**src/rtl/ceg_pkg.sv**
```systemverilog
package ceg_pkg;
  typedef enum logic [1:0] {
    GATE_BLOCK = 2'd0,
    GATE_PASS  = 2'd1,
    GATE_HOLD  = 2'd2
  } gate_state_t;
endpackage

```
**src/rtl/ceg_grace_timer.sv**
```systemverilog
module ceg_grace_timer #(
  parameter int GRACE_CYCLES = 3000,
  localparam int CNT_W = $clog2(GRACE_CYCLES + 1)
) (
  input  logic clk,
  input  logic rst,
  input  logic start,
  input  logic run,
  output logic done
);
  localparam logic [CNT_W-1:0] LAST = CNT_W'(GRACE_CYCLES);
  logic [CNT_W-1:0] cnt_q;

  // start loads 1 (the entry edge counts as the first grace cycle)
  always_ff @(posedge clk) begin
    if (rst) begin
      cnt_q <= '0;
    end else if (start) begin
      cnt_q <= CNT_W'(1);
    end else if (run && (cnt_q != LAST)) begin
      cnt_q <= cnt_q + CNT_W'(1);
    end
  end

  assign done = (cnt_q == LAST);
endmodule

```
**src/rtl/ceg_gate_fsm.sv**
```systemverilog
module ceg_gate_fsm
  import ceg_pkg::*;
(
  input  logic clk,
  input  logic rst,
  input  logic valid,
  input  logic batt,
  input  logic ce_in_n,
  input  logic out_q,
  input  logic timer_done,
  output logic timer_start,
  output logic timer_run,
  output logic out_next
);
  gate_state_t state_q, state_d;

  always_comb begin
    state_d     = state_q;
    timer_start = 1'b0;
    out_next    = 1'b1;
    if (valid) begin
      state_d  = GATE_PASS;
      out_next = ce_in_n;
    end else begin
      unique case (state_q)
        GATE_PASS: begin
          if (!batt && !ce_in_n && !out_q) begin
            state_d     = GATE_HOLD;
            timer_start = 1'b1;
            out_next    = 1'b0;
          end else begin
            state_d = GATE_BLOCK;
          end
        end
        GATE_HOLD: begin
          if (batt || ce_in_n || timer_done) begin
            state_d = GATE_BLOCK;
          end else begin
            out_next = 1'b0;
          end
        end
        default: state_d = GATE_BLOCK;
      endcase
    end
  end

  always_ff @(posedge clk) begin
    if (rst) state_q <= GATE_BLOCK;
    else     state_q <= state_d;
  end

  assign timer_run = (state_q == GATE_HOLD);
endmodule

```
**src/rtl/brownout_ce_gate.sv**
```systemverilog
module brownout_ce_gate #(
  parameter int CLK_MHZ  = 200,
  parameter int GRACE_US = 15,
  localparam int GRACE_CYCLES = CLK_MHZ * GRACE_US
) (
  input  logic clk,
  input  logic rst,
  input  logic supply_ok,
  input  logic on_battery,
  input  logic ce_in_n,
  output logic ce_out_n
);
  logic valid, t_start, t_run, t_done, out_d, out_q;

  assign valid = supply_ok && !on_battery;

  ceg_grace_timer #(.GRACE_CYCLES(GRACE_CYCLES)) u_timer (
    .clk(clk), .rst(rst), .start(t_start), .run(t_run), .done(t_done)
  );

  ceg_gate_fsm u_fsm (
    .clk(clk), .rst(rst), .valid(valid), .batt(on_battery),
    .ce_in_n(ce_in_n), .out_q(out_q), .timer_done(t_done),
    .timer_start(t_start), .timer_run(t_run), .out_next(out_d)
  );

  always_ff @(posedge clk) begin
    if (rst) out_q <= 1'b1;
    else     out_q <= out_d;
  end

  assign ce_out_n = out_q;
endmodule

```
**config.mk**
```make
export PLATFORM = sky130hd
export DESIGN_NAME = brownout_ce_gate
export DESIGN_NICKNAME = d
export VERILOG_FILES = /design/src/rtl/ceg_pkg.sv /design/src/rtl/ceg_grace_timer.sv /design/src/rtl/ceg_gate_fsm.sv /design/src/rtl/brownout_ce_gate.sv
export SDC_FILE = /design/constraint.sdc
export NUM_CORES = 1
export LEC_CHECK = 0
export ABC_AREA = 1
export BUFFER_PORTS_ARGS = -buffer_cell sky130_fd_sc_hd__buf_2
export CORE_MARGIN = 2
export CORE_UTILIZATION = 38
export CTS_CLUSTER_DIAMETER = 200
export DETAILED_ROUTE_END_ITERATION = 12
export HOLD_SLACK_MARGIN = 0.03
export PLACE_DENSITY = 0.64
export SETUP_SLACK_MARGIN = 0.2
export SLEW_MARGIN = 20
export SYNTH_ARGS = -nofsm -noshare
export SYNTH_HDL_FRONTEND = slang
export SYNTH_SLANG_ARGS = --single-unit
```
**constraint.sdc**
```tcl
create_clock -name clk -period 1.8 [get_ports clk]
set_input_delay 0 -clock clk [delete_from_list [all_inputs] [get_ports clk]]
set_output_delay 0 -clock clk [all_outputs]
set_load 0.01 [all_outputs]
```
==> flow_summary.yaml <==
setup_path:
  rrSetupSlack_ns: 0.36
  arrival_ns: 1.67
  cp.required_ns: 2.03
  reg2regPathDepth: 6
  critPathKind: "register to register"
  reg2reg_from: "u_timer.cnt_q[1]"
  r2r-end: "u_timer.cnt_q[6]"
  cp_max_fo: 5
  cp-end-kind: "register"
  start_kind: "register"
min_path:
  hold_depth: 4
  hold_start: "on_battery"
  holdPathEnd: "u_fsm.state_q[1]"
  hp-class: "primary input to register"
power_and_ir_drop:
  power.density_mw_per_mm2: 557
  p_clk_share_pct: 36.6
  p_switching_w: 0.000145
  totalPowerFinal_w: 0.000576
  p_int_w: 0.000431
  seqPwrFrac_pct: 58.2
  p_leak_nw: 0.400
  ir_drop_mv: 0.412
  pwr-share-comb_pct: 5.2
  swShare_pct: 25.2
logic_synthesis:
  ys_warn_count: 0
  yosysTopAreaCell: "dfxtp_1"
  synth_top_area_share_pct: 32.3
  synth_seq_cells: 15
  ys_top_cells_by_area: "dfxtp_1 (32%), nand2_1 (21%), nor2_1 (7.3%), inv_1 (6.9%), a21oi_1 (6.5%)"
  mappedNetlistNets: 156
  synthCells: 147
  synth_edf_count: 0
  synth_cell_types: 21
  async_flop_share_pct: 0
  syn_avg_cell_area_sq_um: 6.33
  seq_area_frac_synth_pct: 32.3
  syn-cell-area_sq_um: 931
  synthFlopType: "dfxtp_1"
grt:
  grt_pass1_vias: 790
  antenna_found_initial: 0
  grt_max_degree: 15
  grt-ovfl-total: 0
  grt_pass1_wl_microns: 3500
  grt_usage_pct: 16.9
placement:
  place_congestion: 0.810
  dpl.hpwl_microns: 1430
  port_buffers: 5
clock_tree:
  cts-buffers-inserted: 3
  cts_setup_buffers: 0
  cts_buffer_depth: 2
  cts_sinks: 15
  cts.clk_slew.worst_paths_ns: 0.10
  h-tree-depth: 1
  cts-root-buf: "clkbuf_4"
  clock_latency_ns: 0.29
  cts_tree: "yes"
timing:
  rsz0062_at_grt: "no"
  post-route-min-period_ns: 1.44
  fmax_mhz: 694
  post-route-period-util_pct: 80.0
  fin_tns_setup_ns: 0
  worst_slew_pin_slew_ns: 0.272
  finalSetupViolCount: 0
  hold_viol: 0
  slew-limit-headroom_pct: 81.8
  finClkSkew_ns: 0.00502
  drv_slew: 0
die:
  dieArea_sq_mm: 0.00286
  start_util_pct: 41.3
  die_x_microns: 53.5
  io_pins: 6
  core_area_sq_mm: 0.00225
  die_h_microns: 53.5
  rows: 17
detailed_routing:
  firstDrtPassIters: 4
  drcViolationCount: 0
  drt_iter0_markers: 21
  via_count: 897
  detail_route.vias_per_cell: 4.88
  wl_per_cell_microns: 10.7
  drt_wl_total_microns: 1970
  ant_nets: 0
run_status:
  status: "completed"
finish:
  areaGrowthSynthToFinish_pct: 11.0
  final_core_utilization_pct: 45.8
  diodes: 0
  drive_above_1_share_pct: 10.9
  layout.nets: 166
flow_run:
  drv_cap: 0
==> cell families (layout without fill, tap and decap cells) <==
group | Yosys count | count (layout) | synth area share [%]
xor+xnor | 5 | 5 | 4.71
flops | 15 | 15 | 32.3
compound gates | 15 | 15 | 8.33
simple gates | 88 | 88 | 40.3
buf+inv | 20 | 29 | 9.00
fa+ha+maj | 4 | 4 | 5.38
==> registers in the layout, indices dropped and copies added, names as in the netlist <==
name and flops:
ce_out_n 1, u_timer.cnt_q 12, u_fsm.state_q 2
==> worst max-delay path, cell delays in order, from the launching register on <==
cell and delay [ns]:
dfxtp_1 0.41, ha_1 0.30, nand3_1 0.16, nor2_2 0.18, xor2_1 0.15, nand2_1 0.06, a21oi_1 0.12
==> layout make-up <==
cell class	instances	area, sq um
well taps	28	35.0
flip-flops and latches	15	302
repair buffers	7	45.0
clock buffers	3	22.5
multi-input cells	112	552
inverters	18	70.1
clock inverters	1	7.51
fillers	259	1220
==> power by group through the flow <==
stage | combinational (W) | sequential (W) | clock [W]
final | 0.0000301 | 0.000335 | 0.000211
after global routing | 0.0000340 | 0.000336 | 0.000233
after CTS | 0.0000295 | 0.000335 | 0.000219
after detailed placement | 0.0000261 | 0.000343 | 0
after global placement | 0.0000254 | 0.000343 | 0
after floorplan | 0.0000153 | 0.000343 | 0
==> stage by stage <==
| stage | worst slack [ns] | instances | cell area [sq um] | hold slack (ns) |
|---|---|---|---|---|
| finish | 0.360 | 184 | 1030 | 0.0355 |
| global route | 0.216 | 184 | 1030 | 0.0488 |
| CTS | 0.234 | 184 | 1020 | 0.0444 |
| detailed placement | 0.278 | 178 | 975 | 0.196 |
| global placement | 0.320 | 178 | 975 | 0.188 |
| floorplan | 0.502 | 147 | 931 | 0.0691 |
==> cell usage in the layout (no fill, tap or decap) <==
cell type,count
a211oi_1,1
a21oi_1,12
buf_2,5
clkbuf_4,3
clkinvlp_4,1
dfxtp_1,14
dfxtp_2,1
dlygate4sd3_1,2
ha_1,4
inv_1,17
inv_4,1
nand2_1,52
nand2_2,1
nand2_4,1
nand3_1,7
nand3_2,1
nand3b_1,1
nand4_1,5
nor2_1,16
nor2_2,2
nor3_1,1
o21ai_0,2
or2_2,1
xnor2_1,2
xor2_1,3
==> cells in the mapped netlist, types with 2 or more instances <==
cell type and count:
dfxtp_1 15, nand4_1 5, ha_1 4, o21ai_0 2
nand3_1 7, nor2_1 18, xnor2_1 2, nand2_1 52
xor2_1 3, inv_1 17, a21oi_1 12
==> layer usage <==
metal	track usage (%)	up-vias	part of all wire [%]
met5	0	-	0
met1	23.9	403	51
met2	25.3	8	46
met4	5.13	0	1.2
li1	-	482	-
met3	3.39	4	1.9
==> how the worst max path moves through the flow <==
stage                                start                 to  slack (ns)
after floorplan           u_timer.cnt_q[0]   u_timer.cnt_q[6]        0.50
after global placement    u_timer.cnt_q[0]   u_timer.cnt_q[6]        0.32
after detailed placement  u_timer.cnt_q[0]   u_timer.cnt_q[6]        0.28
after CTS                 u_timer.cnt_q[0]   u_timer.cnt_q[6]        0.23
after global routing      u_timer.cnt_q[0]  u_timer.cnt_q[11]        0.22
final                     u_timer.cnt_q[1]   u_timer.cnt_q[6]        0.36
==> what timing repair did <==
| action | CTS | global route |
|---|---|---|
| hold buffers | 2 | 0 |
| gates resized for setup | 0 | 4 |
| setup endpoints to repair | 0 | 12 |
| hold endpoints to repair | 4 | 0 |
(Power assumes the default switching activity.)
